File: src/rtl/csd_iter_mul_pkg.sv
package csd_iter_mul_pkg;

  // Strobes from the controller to the datapath
  typedef struct packed {
    logic load;   // capture operands, clear accumulator
    logic step;   // perform one recoded iteration
  } dpCtl_t;

  // One recoded signed digit plus its advance
  typedef struct packed {
    logic sub;     // subtract the selected multiple
    logic short2;  // advance by two positions instead of three
    logic skip;    // digit is zero: accumulator untouched
    logic dbl;     // use twice the multiplicand
  } digit_t;

endpackage

File: src/rtl/csd_win_recoder.sv
module csd_win_recoder
  import csd_iter_mul_pkg::*;
(
  input  logic [3:0] win,   // {b[i+2], b[i+1], b[i], b[i-1]}
  output digit_t     dig
);

  logic signed [3:0] wide;
  logic signed [3:0] narrow;
  logic signed [3:0] pick;
  logic              useWide;

  // wide digit covers three positions, narrow digit covers two
  assign wide = $signed({3'b000, win[1]}) + $signed({3'b000, win[0]})
              + $signed({2'b00, win[2], 1'b0}) - (win[3] ? 4'sd4 : 4'sd0);
  assign narrow = $signed({3'b000, win[1]}) + $signed({3'b000, win[0]})
                - (win[2] ? 4'sd2 : 4'sd0);

  assign useWide = (wide >= -4'sd2) && (wide <= 4'sd2);
  assign pick    = useWide ? wide : narrow;

  always_comb begin
    dig.sub    = pick[3];
    dig.short2 = !useWide;
    dig.skip   = (pick == 4'sd0);
    dig.dbl    = (pick == 4'sd2) || (pick == -4'sd2);
  end

endmodule

File: src/rtl/csd_iter_mul_dp.sv
module csd_iter_mul_dp
  import csd_iter_mul_pkg::*;
#(
  parameter int N = 8
) (
  input  logic           clk,
  input  logic           rstN,
  input  dpCtl_t         ctl,
  input  logic [N-1:0]   mcand,
  input  logic [N-1:0]   mplier,
  output logic           flat,
  output logic [2*N-1:0] product
);

  localparam int PW = 2 * N;          // accumulator width
  localparam int MW = N + 1;          // multiplier copy plus the b[-1] slot
  localparam int CW = $clog2(PW + 4); // weight counter width

  logic [N-1:0]  aReg;
  logic [MW-1:0] mq;
  logic [PW-1:0] acc;
  logic [CW-1:0] pos;
  digit_t        dig;
  logic [PW-1:0] aExt;
  logic [PW-1:0] mult;
  logic [PW-1:0] addend;

  csd_win_recoder u_rec (
    .win (mq[3:0]),
    .dig (dig)
  );

  assign aExt   = {{N{aReg[N-1]}}, aReg};
  assign mult   = dig.dbl ? (aExt << (pos + CW'(1))) : (aExt << pos);
  assign addend = dig.sub ? (~mult + PW'(1)) : mult;

  // remaining bits all equal: nothing more to contribute
  assign flat    = (mq == '0) || (&mq);
  assign product = acc;

  always_ff @(posedge clk or negedge rstN) begin
    if (!rstN) begin
      aReg <= '0;
      mq   <= '0;
      acc  <= '0;
      pos  <= '0;
    end else if (ctl.load) begin
      aReg <= mcand;
      mq   <= {mplier, 1'b0};
      acc  <= '0;
      pos  <= '0;
    end else if (ctl.step) begin
      mq  <= $signed(mq) >>> (dig.short2 ? 2 : 3);
      pos <= pos + (dig.short2 ? CW'(2) : CW'(3));
      if (!dig.skip) acc <= acc + addend;
    end
  end

endmodule

File: src/rtl/csd_iter_mul_ctl.sv
module csd_iter_mul_ctl
  import csd_iter_mul_pkg::*;
(
  input  logic   clk,
  input  logic   rstN,
  input  logic   start,
  input  logic   flat,
  output dpCtl_t ctl,
  output logic   busy,
  output logic   done
);

  always_comb begin
    ctl.load = !busy && start;
    ctl.step = busy && !flat;
  end

  always_ff @(posedge clk or negedge rstN) begin
    if (!rstN) begin
      busy <= 1'b0;
      done <= 1'b0;
    end else begin
      done <= 1'b0;
      if (!busy && start) begin
        busy <= 1'b1;
      end else if (busy && flat) begin
        busy <= 1'b0;
        done <= 1'b1;
      end
    end
  end

endmodule

File: src/rtl/csd_iter_mul.sv
module csd_iter_mul
  import csd_iter_mul_pkg::*;
#(
  parameter int N = 8
) (
  input  logic           clk,
  input  logic           rstN,
  input  logic           start,
  input  logic [N-1:0]   mcand,
  input  logic [N-1:0]   mplier,
  output logic           busy,
  output logic           done,
  output logic [2*N-1:0] product
);

  dpCtl_t ctl;
  logic   flat;

  csd_iter_mul_ctl u_ctl (
    .clk   (clk),
    .rstN  (rstN),
    .start (start),
    .flat  (flat),
    .ctl   (ctl),
    .busy  (busy),
    .done  (done)
  );

  csd_iter_mul_dp #(.N(N)) u_dp (
    .clk     (clk),
    .rstN    (rstN),
    .ctl     (ctl),
    .mcand   (mcand),
    .mplier  (mplier),
    .flat    (flat),
    .product (product)
  );

endmodule

File: config.mk
export PLATFORM = sky130hd
export DESIGN_NAME = csd_iter_mul
export DESIGN_NICKNAME = d
export VERILOG_FILES = /design/src/rtl/csd_iter_mul_pkg.sv /design/src/rtl/csd_win_recoder.sv /design/src/rtl/csd_iter_mul_dp.sv /design/src/rtl/csd_iter_mul_ctl.sv /design/src/rtl/csd_iter_mul.sv
export SDC_FILE = /design/constraint.sdc
export NUM_CORES = 1
export LEC_CHECK = 0
export ABC_AREA = 1
export BUFFER_PORTS_ARGS = -buffer_cell sky130_fd_sc_hd__buf_4
export CORE_UTILIZATION = 30
export DETAILED_ROUTE_END_ITERATION = 6
export MAX_ROUTING_LAYER = met4
export PLACE_DENSITY = 0.48
export SLEW_MARGIN = 20
export SYNTH_ARGS = -nofsm -noshare
export SYNTH_HDL_FRONTEND = slang
export SYNTH_SLANG_ARGS = --single-unit
File: constraint.sdc
create_clock -name clk -period 11.9 [get_ports clk]
set_input_delay 2.38 -clock clk [delete_from_list [all_inputs] [get_ports clk]]
set_output_delay 2.38 -clock clk [all_outputs]
set_load 0.005 [all_outputs]
======== Word level (Yosys, flattened, before mapping) ========
Index checks and enable logic that the tools add are counted.
storage, ports and cells
  flip-flop bits (word level) ............. 40
  logic and storage cells ................. 55
operators by class
  add/subtract/negate cells ............... 8
  order comparisons ....................... 2
  equality and inequality tests ........... 3
  shifts and indexed selects .............. 3
  muxes and demuxes ....................... 18
  bitwise gates (word level) .............. 1
  reductions and logical operators ........ 14
operator list
  operator               number
  $mux 16                5
  $shl 16x5->16          2
  $sshr 9x32->9          1
  $mux 9                 2
  $add 16x1->16 const B  1
  $add 16x16->16         1
  $not 16->16            1
  $mux 5                 2
  $logic_not 9->1        1
  $reduce_and 9->1       1
  $mux 1                 6
  $add 5x1->5 const B    1
  $add 5x5->5            1
  $add 4x3->4            1
  $eq 4x2->1 const B     1
  $eq 4x3->1 const B     1
  $ge 4x2->1 const B     1
  $le 4x3->1 const B     1
  $logic_and 1x1->1      4
  $logic_not 4->1        1
  $mux 4                 1
  $reduce_bool 2->1      2
  $sub 4x4->4            1
  $mux 3                 1
  other kinds (7)        9

======== Logic depth before layout (Yosys ltp) ========
Gate-level depths: netlist of the first run.
  depth after elaboration ................. 16
  mapped depth ............................ 41
  depth with buffers taken out ............ 41

======== Hierarchy ========
A second synthesis of the first run with hierarchy kept.
unflattened totals
  cell total of the unflattened synthesis .. 521
  area, all modules ....................... 3523.4 µm²
by module, submodules not included
  module            instances  cells an instance  area each (µm²)  seq. area each (µm²)
  csd_iter_mul_dp   1          481                3255.6           950.9
  csd_win_recoder   1          29                 181.4            0.0
  csd_iter_mul_ctl  1          11                 86.3             50.0

======== Worst setup path after synthesis of the first run ========
Ideal clock, no wire load.
  kind .................................... reg2reg
  from .................................... reg u_dp.mq[0]
  to ...................................... reg u_dp.acc[12], in the netlist u_dp.product[12]
  setup time .............................. 0.117 ns
  arrival time ............................ 5.011 ns
  data required time ...................... 11.783 ns
  setup slack ............................. 6.772 ns
  stages on the path, launching flop included .. 37
  path buffers ............................ 0
  cell sequence ........................... dfrtp_1 > ha_1 > inv_1 > ha_1 > fa_1 > nor2_1 > nand2_1 > nand2_2 > nand2_2 > nand2_4 > nand4_1 > nand2_2 > nand2_2 > o21ai_4 > inv_4 > nor2_2 > nand2_1 > ha_1 > or2_2 > nand2_1 > fa_1 > o31ai_1 > nand2_1 > o21ai_0 > and2_1 > nor2_1 > o21bai_1 > nand2_1 > inv_1 > nand2_1 > nand2_1 > nand2_1 > nand2_1 > a21oi_1 > or2_2 > nand3_1 > nand2_1
between the ends
  cells in the longest elaborated chain, start to end .. 16
  elaborated cells on any way between the ends .. 28
  those cells by class .................... add/sub: 6; order compare: 2; eq/ne: 3; mux: 6; bitwise: 1; reduce/logical: 10
RTL lines
  item                                      RTL line                                      RTL
  from (decl)                               csd_iter_mul_dp.sv:20                         logic [MW-1:0] mq;
  from (signal assigned)                    csd_iter_mul_dp.sv:49                         mq <= {mplier, 1'b0};
  from (signal assigned)                    csd_iter_mul_dp.sv:53                         mq <= $signed(mq) >>> (dig.short2 ? 2 : 3);
  $add 1x1->2                               csd_win_recoder.sv:14, csd_win_recoder.sv:16
  $add 4x3->4                               csd_win_recoder.sv:15                         + $signed({2'b00, win[2], 1'b0}) - (win[3] ? 4'sd4 : 4'sd0);
  $sub 4x4->4                               csd_win_recoder.sv:15
  $ge 4x2->1 or $le 4x3->1 (tied branches)  csd_win_recoder.sv:19                         assign useWide = (wide >= -4'sd2) && (wide <= 4'sd2);
  $logic_and 1x1->1                         csd_win_recoder.sv:19
  $mux 4                                    csd_win_recoder.sv:20                         assign pick = useWide ? wide : narrow;
  $eq 4x3->1 or $eq 4x2->1 (tied branches)  csd_win_recoder.sv:26                         dig.dbl = (pick == 4'sd2) || (pick == -4'sd2);
  $logic_or 1x1->1                          csd_win_recoder.sv:26
  $mux 16                                   csd_iter_mul_dp.sv:34                         assign mult = dig.dbl ? (aExt << (pos + CW'(1))) : (aExt << pos);
  $not 16->16                               csd_iter_mul_dp.sv:35                         assign addend = dig.sub ? (~mult + PW'(1)) : mult;
  $add 16x1->16                             csd_iter_mul_dp.sv:35
  $mux 16                                   csd_iter_mul_dp.sv:35
  $add 16x16->16                            csd_iter_mul_dp.sv:55                         if (!dig.skip) acc <= acc + addend;
  $mux 16                                   csd_iter_mul_dp.sv:55
  $mux 16                                   csd_iter_mul_dp.sv:52                         end else if (ctl.step) begin
  $mux 16                                   csd_iter_mul_dp.sv:47                         end else if (ctl.load) begin
  to (signal assigned)                      csd_iter_mul_dp.sv:55
  to (decl)                                 csd_iter_mul_dp.sv:21                         logic [PW-1:0] acc;
Several ways; a longest one is shown, not always the timed one. The select of a mux whose other input is x is not followed.
A chain may end at the register's enable or synchronous reset.

======== Worst setup path after layout of the first run ========
  from .................................... reg u_dp.mq[1]
  to ...................................... reg u_dp.acc[12], in the netlist u_dp.product[12]
The elaborated chain is that of the path after synthesis.

==> results of run 1 <==
==> synth_stat cells, drive strengths merged <==
| cell type | n |
|---|---|
| a21oi | 24 |
| a22o | 1 |
| a31oi | 6 |
| a32o | 1 |
| and2 | 3 |
| buf | 3 |
| clkbuf | 7 |
| clkinv | 2 |
| dfrtp | 40 |
| fa | 2 |
| ha | 29 |
| inv | 59 |
| nand2 | 155 |
| nand3 | 62 |
| nand3b | 1 |
| nand4 | 8 |
| nor2 | 37 |
| nor3 | 4 |
| o211ai | 7 |
| o21ai | 38 |
| o21bai | 2 |
| o22ai | 3 |
| o31ai | 4 |
| o41ai | 2 |
| or2 | 3 |
| xnor2 | 4 |
| xor2 | 13 |
==> logic make-up after synthesis <==
logic type | count (synthesis) | share of synthesized area, %
buffers and inverters | 71 | 7.735
and+or+nand+nor | 273 | 35.03
adders and majority gates | 31 | 11.07
xor gates and xnor gates | 17 | 4.091
AOI/OAI and AO/OA | 88 | 14.58
DFF | 40 | 27.50
==> worst reg2reg max path, delay by kind of cell, from the launching register on <==
kind / cells / cell delay, ns
AO/OA/AOI/OAI: 5 / 1.51
adder cells (fa/ha/maj): 6 / 1.58
buffers and inverters: 4 / 0.24
flip-flops: 1 / 0.39
AND/OR/NAND/NOR: 22 / 2.42
==> path summary, 6_finish.rpt <==
kind / slack, ns / end / from
worst min register to register: 0.52 / u_dp.product[4] / u_dp.product[4]
worst max-delay path: 5.63 / u_dp.product[12] / u_dp.mq[1]
max in group asynchronous: 9.44 / u_dp.aReg[4] / rstN
worst min-delay path: 0.52 / u_dp.product[4] / u_dp.product[4]
worst max register to register: 5.63 / u_dp.product[12] / u_dp.mq[1]
min in group asynchronous: 2.06 / u_dp.product[4] / rstN
==> metrics by stage <==
| stage | instances | cell area (um^2) | hold WS, ns | utilization, % | setup WS (ns) |
|---|---|---|---|---|---|
| 2_1_floorplan | 520 | 3640 | 0.4715 | - | 6.772 |
| 3_3_place_gp | 689 | 4039 | 0.4971 | 34.78 | 5.882 |
| 3_5_place_dp | 689 | 4039 | 0.5062 | 34.78 | 5.680 |
| 4_1_cts | 696 | 4224 | 0.5211 | 36.37 | 5.633 |
| 5_1_grt | 696 | 4224 | 0.5356 | 36.37 | 4.908 |
| 6_report | 696 | 4224 | 0.5186 | 36.37 | 5.631 |
==> sequential cells by signal, indices dropped and copies added, names as in the netlist <==
name	flops
u_ctl.busy	1
u_dp.product	16
u_dp.aReg	8
u_dp.pos	5
u_dp.mq	9
u_ctl.done	1
==> layout make-up <==
| type | count | area [um^2] |
|---|---|---|
| clock buffers | 5 | 125.1 |
| clock inverters | 2 | 60.06 |
| fillers | 1239 | 7390 |
| inverters | 61 | 231.5 |
| multi-input cells | 409 | 2357 |
| flip-flops and latches | 40 | 1001 |
| well taps | 143 | 178.9 |
| repair buffers | 36 | 270.3 |
==> routing by layer <==
metal / share of wire, % / up-vias / wire length (um)
met5: 0 / - / 0
met2: 45 / 55 / 4110
met4: 1.5 / 0 / 133
li1: - / 1791 / -
met1: 50 / 1564 / 4506
met3: 3.4 / 9 / 306
==> summary.md, run 1 <==
| Metric | Value |
|---|---|
| Synth top area share | between 20% and 30% |
| GR peak layer | met2 |
| Clock Sinks | 40 |
| GR Util met1 | 19.66% |
| DRT iter0 DRCs | around 140 |
| First-pass GRT wire length | around 15 mm |
| Delay-heaviest family, CP | simple AND/OR/NAND/NOR gates |
| Initial antenna violation count | 0 |
| TritonCTS clock tree | yes |
| Setup Fix Bufs, Post-CTS | 0 |
| Via Count | 3419 |
| Unrepaired setup endpoints after global routing | no |
| Starting Density | about a third |
| Ranking of synthesized cells by area | dfrtp_1, nand2_1, ha_1, nand3_1, inv_1 |
| First-pass detailed-route iteration total | 6 |
| R2R depth | 37 |
| Met3 Track Usage GR | 2.754% |
| DRT Wirelength | ~9.1 mm |
| Final min period | 6.269 ns |
| Synth Area per Inst | roughly 7.0 um^2 |
| Slew @ Worst Pin | roughly 0.79 ns |
| Status | finished, violations left |
| Detail Placement HPWL | 7.020 mm |
| Critical path data required time | between 10 and 15 ns |
| Number of global-route vias before repair | 3226 |
| Fmax | ~160 MHz |
| CP peak stage delay | between 0.6 and 0.7 ns |
| Hold crit path type | flop to flop |
| Setup TNS | 0 ns |
| Cells after Synth | 520 |
| Most used cell, CP | nand2_1 |
| Layout cells sized above 1 | ~15% |
| Clk pin slew, worst setup/hold paths | approximately 0.06 ns |
| ANT nets after route | 0 |
| Max Slew Vio Count | 0 |
| H-tree levels | 2 |
| Antenna cells | 0 |
| Hold bufs inserted after CTS | 0 |
| P&R area growth vs syn | 16.05% |
| CP bufs+invs | 4 |
| Critical path depth | 37 |
| Crit path kind | flop to flop |
| Top Ports | 37 |
| Violated checks | DRC |
| Clock latency on the worst-skew pair | roughly 0.29 ns |
| Routed vias/inst | around 5 |
| CP Max Fanout | 13 |
| Seq/Total Area, Yosys | about 28% |
| Synthesized flop and latch total | 40 |
| Hold depth | 2 |
| Die Area | 12580 um^2 |
| CTS Root Cell | clkbuf_16 |
| Met2 GRT Util | between 20% and 30% |
| Drt drc | 2 |
| Nets | about 600 |
| Placer Congestion | about 0.87 |
| Slowest cell on crit path | o21ai_1 |
| Mapped Area | around 3600 um^2 |
| Syn Nets | 570 |
| Clk_skew | roughly 0.0066 ns |
| WP data arrival | between 6 and 7 ns |
| Rows | 39 |
| Cell taking the most area after synthesis | dfrtp_1 |
| Grt ovf | 0 |
| Hold Fails Final Rpt | 0 |
| Synth unique cells | 42 |
| Core area | ~12000 um^2 |
| Largest net degree at the start of global routing | between 40 and 50 |
| Clock tree buffer depth | 2 |
| CP Launch Type | flop |
| DIE HEIGHT | 112.1 um |
| Global Route Usage Sum | between 10% and 20% |
| Die X | approximately 110 um |
| Wirelength per Cell | 13.01 um |
| Critical Path Sink Type | flop |
| Max-cap violations | 0 |
| YS warnings | 0 |
| Final setup fails | 0 |
| Most common cell after layout, fill and taps aside | nand2_1 |
| # port buffers | 36 |
| Post_cts resized | 0 |
| Most frequent cells in the layout | nand2_1, inv_1, nand3_1 |
| CTS Buf Count | 5 |
| Final period util | 52.68% |
| Max transition margin | between 40% and 50% |
Power of run 1 is left out: the tool's default activity adds up to more than one toggle a clock period on the data nets, which glitch-free logic cannot reach.
==> run 2: changes to the inputs <==
Settings changed: ABC_AREA 1 to 0.
Clock period 11.9 ns to 6.42 ns, I/O delays scaled along.
==> run 2 against run 1 <==
Effect of this change:
- the run now ends clean
- cell area up 37%
- first-iteration DRC count up 99%
- routed wire length up 61%
==> summary.md, run 2 <==
| Metric | Value |
|---|---|
| Status | finished clean |
| Mapped Area | between 4000 and 5000 um^2 |
| Final min period | 6.309 ns |
| CTS Buf Count | 5 |
| DRT iter0 DRCs | 282 |
| YS warnings | 0 |
| P&R area growth vs syn | 28.09% |
| DIE HEIGHT | between 100 and 150 um |
| Reg2Reg Setup Slack | approximately 0.11 ns |
| Clock Sinks | 40 |
| Reg2reg end | u_dp.product[15] |
| Critical Path Sink Type | flop |
| Hold Fails Final Rpt | 0 |
| Via Count | 4806 |
| Max-cap violations | 0 |
| Clk_skew | 0.005778 ns |
| Layout cells sized above 1 | approximately a quarter |
| Starting Density | between 30 and 40% |
| Drt drc | 0 |
| First-pass GRT wire length | around 23 mm |
| Initial antenna violation count | 0 |
| R2R depth | 26 |
| Cell taking the most area after synthesis | dfrtp_1 |
| Slew @ Worst Pin | just under 0.7 ns |
| Die Area | 15500 um^2 |
| Top Ports | 37 |
| CP peak stage delay | between 0.5 and 0.6 ns |
| EDFF count, synth | 0 |
| Synthesized flop and latch total | 40 |
| Clock latency on the worst-skew pair | 0.29 ns |
| Crit path kind | flop to flop |
| Slowest cell on crit path | fa_2 |
| H-tree levels | 2 |
| Detail Placement HPWL | ~11 mm |
| Worst Setup EP | u_dp.product[15] |
| Syn Nets | approximately 650 |
| ANT nets after route | 0 |
| Critical path depth | 26 |
| CP startpoint | u_dp.mq[1] |
| Top_reg_cell synth | dfrtp_1 |
| Synth unique cells | 77 |
| Most common cell after layout, fill and taps aside | buf_4 |
| Unrepaired setup endpoints after global routing | yes |
| Number of flip-flops in the largest register | 16 |
| Ranking of synthesized cells by area | dfrtp_1, ha_1, nand2_1, o21ai_0, nand3_1 |
| Async SR Flop Fraction | between 90% and 100% |
| Clk pin slew, worst setup/hold paths | roughly 0.07 ns |
| Number of global-route vias before repair | 4483 |
| Largest net degree at the start of global routing | 41 |
| Setup TNS | 0 ns |
| Die X | 124.5 um |
| Top-count cell post-synth | nand2_1 |
| WP data arrival | 6.51 ns |
| Reg2Reg Launch Point | u_dp.mq[1] |
| Most used cell, CP | mux2i_1 |
| Wirelength per Cell | 17.17 um |
| Seq/Total Area, Yosys | ~22% |
| Routed vias/inst | approximately 5.7 |
| Final setup fails | 0 |
| Max Slew Vio Count | 0 |
| Most frequent cells in the layout | buf_4, nand2_1, nor2_1 |
| CP Launch Type | flop |
| Hold WS | about 0.55 ns |
| Clock tree buffer depth | 2 |
| Antenna cells | 0 |
| Synth top area share | 22.23% |
| Rows | 44 |
| Core area | about 15000 um^2 |
| CTS Root Cell | clkbuf_16 |
| # port buffers | 36 |
| CP Max Fanout | 14 |
| Fmax | around 160 MHz |
| Nets | roughly 710 |
| Critical path data required time | 6.63 ns |
| Hold crit path type | flop to flop |
| Grt ovf | 0 |
| TritonCTS clock tree | yes |
| Post-synth top cells | nand2_1, o21ai_0, nor2_1, dfrtp_1, nand3_1 |
| DRT Wirelength | between 10 and 15 mm |
| Placer Congestion | 0.9009 |
| Register area | 1001 um^2 |
| Max transition margin | between 50% and 60% |
| Cells after Synth | around 600 |
| CP bufs+invs | 4 |
| Multi-input logic area | approximately 3500 um^2 |
| Global Route Usage Sum | about a fifth |
| Synth Area per Inst | ~7.6 um^2 |
| Fillers | between 1500 and 2000 |
| Final period util | 98.27% |
| First-pass detailed-route iteration total | 4 |
| Delay-heaviest family, CP | compound AO/OA/AOI/OAI gates |
run 2: cell count changes after synthesis, moves of 14 or more:
cell      change
nor3_1       +17
inv_1        -30
xnor2_1      +17
o21ai_0      +18
nand2_1      -68
clkbuf_1     +24
mux2i_1      +16
nor2_1       +14
nand3_1      -15
nand2_2      -14
run 2: final cells by class:
| type | count | area share, % |
|---|---|---|
| multi-input combinational | 491 | 61.17 |
| timing repair buffer | 97 | 12.75 |
| tap | 184 | 3.991 |
| clock buffer | 5 | 2.169 |
| inverter | 27 | 1.757 |
| sequential | 40 | 17.35 |
| clock inverter | 3 | 0.8026 |
run 2: logic make-up after synthesis:
group / Yosys count / synth area share [%]
xor gates and xnor gates: 27 / 5.252
adders and majority gates: 31 / 8.947
muxes: 19 / 4.390
and+or+nand+nor: 235 / 25.48
DFF: 40 / 22.23
AOI/OAI and AO/OA: 179 / 27.73
buffers and inverters: 65 / 5.974
run 2: tightest hold or removal path, cell delays in order, from the launching register on:
cell and delay (ns):
dfrtp_1 0.37, nand3_1 0.07, o21ai_0 0.07
run 2: worst min path at each step:
stage / start / to / cells after the start
3_5_place_dp: u_dp.mq[0] / u_dp.mq[0] / 2
5_1_grt: u_dp.product[11] / u_dp.product[11] / 2
6_report: u_dp.product[12] / u_dp.product[12] / 2
2_1_floorplan: u_dp.mq[0] / u_dp.mq[0] / 2
4_1_cts: u_dp.mq[0] / u_dp.mq[0] / 2
3_3_place_gp: u_dp.mq[0] / u_dp.mq[0] / 2
run 2: repair_timing:
action,CTS,global route
gates resized for setup,1,50
endpoints found under the setup margin,1,3
pin swaps,0,27
hold buffers,0,0
hold endpoints to repair,0,0
setup buffers,0,14
run 2: routing by layer:
metal	vias to the layer above	GRT usage [%]	part of all wire [%]
met5	-	-	0
met4	0	4.961	2.7
met3	35	2.577	4.0
met2	130	32.92	52
met1	2312	22.32	42
li1	2329	-	-
run 2: stage by stage:
step                std cells  setup slack [ns]  instance area (um^2)  utilization [%]
floorplan                 596           0.04975                  4541                -
global placement          825           0.07409                  5239            35.91
detailed placement        825           0.04712                  5239            35.91
CTS                       833           0.01757                  5415            37.12
global route              847           -0.1223                  5768            39.54
finish                    847            0.1111                  5768            39.54
Power of run 2 is left out for the same reason.
==> run 3: changes to the inputs <==
Settings changed: REMOVE_ABC_BUFFERS set to 1.
Clock period 6.42 ns to 6.6 ns, I/O delays scaled along.
==> run 3 against run 2 <==
Effect of this change:
- clock skew fell by 0.0022 ns
- critical endpoint unchanged
- register-to-register slack better by 0.10 ns
- first-iteration DRC count shrank 27%
- routed wire length grew 0.46%
- cell area shrank 1.9%
- die area is the same
==> summary.md, run 3 (synthesized netlist as in run 2, its figures left out) <==
| Metric | Value |
|---|---|
| Most used cell, CP | ha_4 |
| Hold Fails Final Rpt | 0 |
| Initial antenna violation count | 0 |
| Reg2Reg Launch Point | u_dp.mq[1] |
| Via Count | about 4700 |
| Top Ports | 37 |
| Starting Density | about 31% |
| Rows | 44 |
| WP data arrival | between 6 and 7 ns |
| Max transition margin | ~56% |
| Crit path kind | flop to flop |
| Core area | between 10000 and 15000 um^2 |
| TritonCTS clock tree | yes |
| Final core utilization | between 30% and 40% |
| Die Area | 15500 um^2 |
| Global Route Usage Sum | 19.18% |
| Setup WS pre-CTS | -0.1537 ns |
| GR peak layer | met2 |
| Grt ovf | 0 |
| CP Max Fanout | 3 |
| Most frequent cells in the layout | buf_4, nand2_1, nor2_1 |
| Slew @ Worst Pin | about 0.65 ns |
| # port buffers | 36 |
| Detail Placement HPWL | between 10 and 15 mm |
| Number of flip-flops in the largest register | 16 |
| Clock tree buffer depth | 2 |
| First-pass detailed-route iteration total | 5 |
| Clk_skew | 0.003549 ns |
| Fmax | between 150 and 200 MHz |
| Worst Hold Launch | u_dp.product[11] |
| Routed vias/inst | approximately 5.6 |
| Final period util | just under 100% |
| Met2 GRT Util | ~34% |
| Status | finished clean |
| CTS Buf Count | 5 |
| DP Area | approximately 5100 um^2 |
| H-tree levels | 2 |
| Slowest cell on crit path | or4_4 |
| GR Util met1 | 21.75% |
| P&R area growth vs syn | 25.65% |
| Clock Sinks | 40 |
| Layout cells sized above 1 | between 20% and 30% |
| Drt drc | 0 |
| Critical Path Sink Type | flop |
| Final min period | 6.385 ns |
| Number of global-route vias before repair | 4627 |
| Critical path data required time | roughly 6.8 ns |
| Setup TNS | 0 ns |
| Unrepaired setup endpoints after global routing | yes |
| Most common cell after layout, fill and taps aside | buf_4 |
| Reg2reg end | u_dp.product[15] |
| Largest net degree at the start of global routing | about 40 |
| CTS Root Cell | clkbuf_16 |
| Wirelength per Cell | ~17 um |
| PnR worst setup slack | roughly 0.22 ns |
| Fillers | ~1600 |
| Nets | about 700 |
| Max Slew Vio Count | 0 |
| Placer Congestion | 0.9444 |
| Hold crit path type | flop to flop |
| Hold depth | 2 |
| WHS Endpoint | u_dp.product[11] |
| R2R depth | 30 |
| First-pass GRT wire length | 23.74 mm |
| Hold bufs inserted after CTS | 0 |
| ANT nets after route | 0 |
| Final setup fails | 0 |
| DRT iter0 DRCs | between 200 and 250 |
| Die X | ~120 um |
| CP Launch Type | flop |
| DIE HEIGHT | roughly 120 um |
| DRT Wirelength | 14.61 mm |
| Clock latency on the worst-skew pair | between 0.2 and 0.3 ns |
| Antenna cells | 0 |
| Reg2Reg Setup Slack | about 0.22 ns |
| Met3 Track Usage GR | 2.749% |
| CP peak stage delay | between 0.5 and 0.6 ns |
| Final instance area | approximately 5700 um^2 |
| Max-cap violations | 0 |
| Clk pin slew, worst setup/hold paths | 0.06 ns |
## run 3: cell count changes in the layout (fill, tap and decap cells not counted), moves of 2 or more
cell,previous run,this run
nor2_1,45,47
nand2b_2,2,0
nand2_2,0,2
xnor2_2,3,1
buf_4,95,87
xnor2_1,18,20
nand2_1,71,69
## run 3: critical path, delay by kind of cell (launching register included)
kind,cells,cell delay (ns)
and+or+nand+nor,6,1.19
xor gates and xnor gates,2,0.34
AOI/OAI and AO/OA,12,2.68
DFF,1,0.40
adders and majority gates,6,1.38
buffers and inverters,4,0.30
## run 3: worst max path at each step
stage                             to  slack (ns)  cells after the start       start
detailed placement  u_dp.product[15]       -0.15                     30  u_dp.mq[0]
finish              u_dp.product[15]        0.22                     30  u_dp.mq[1]
global placement    u_dp.product[15]       -0.03                     30  u_dp.mq[0]
CTS                 u_dp.product[15]       0.007                     30  u_dp.mq[0]
floorplan           u_dp.product[15]       -0.04                     26  u_dp.mq[0]
global route        u_dp.product[15]        -0.1                     25  u_dp.mq[1]
## run 3: cell type report
cell class,instances,area [um^2],area share [%]
clock buffer,5,125.1,2.211
sequential,40,1001,17.69
tap,184,230.2,4.069
timing repair buffer,89,675.6,11.94
clock inverter,3,46.29,0.8182
multi-input combinational,491,3476,61.43
inverter,27,103.9,1.835
## run 3: metrics by stage
step                hold slack (ns)  instances
finish                       0.5395        839
global route                 0.5870        839
CTS                          0.5467        825
global placement             0.5184        816
detailed placement           0.5319        816
floorplan                    0.4984        558
## run 3: timing repair
action                                  in CTS  in global routing
resized for setup                            5                 43
setup buffers                                1                 14
pin swaps                                    1                 23
endpoints found under the setup margin       1                  1
## run 3: routing by layer
metal | up-vias | routed length (um) | share of wire (%)
li1 | 2295 | - | -
met1 | 2277 | 6062 | 42
met2 | 126 | 7513 | 51
met3 | 36 | 576 | 3.9
met4 | 0 | 454 | 3.1
met5 | - | 0 | 0
Power of run 3 is left out for the same reason.
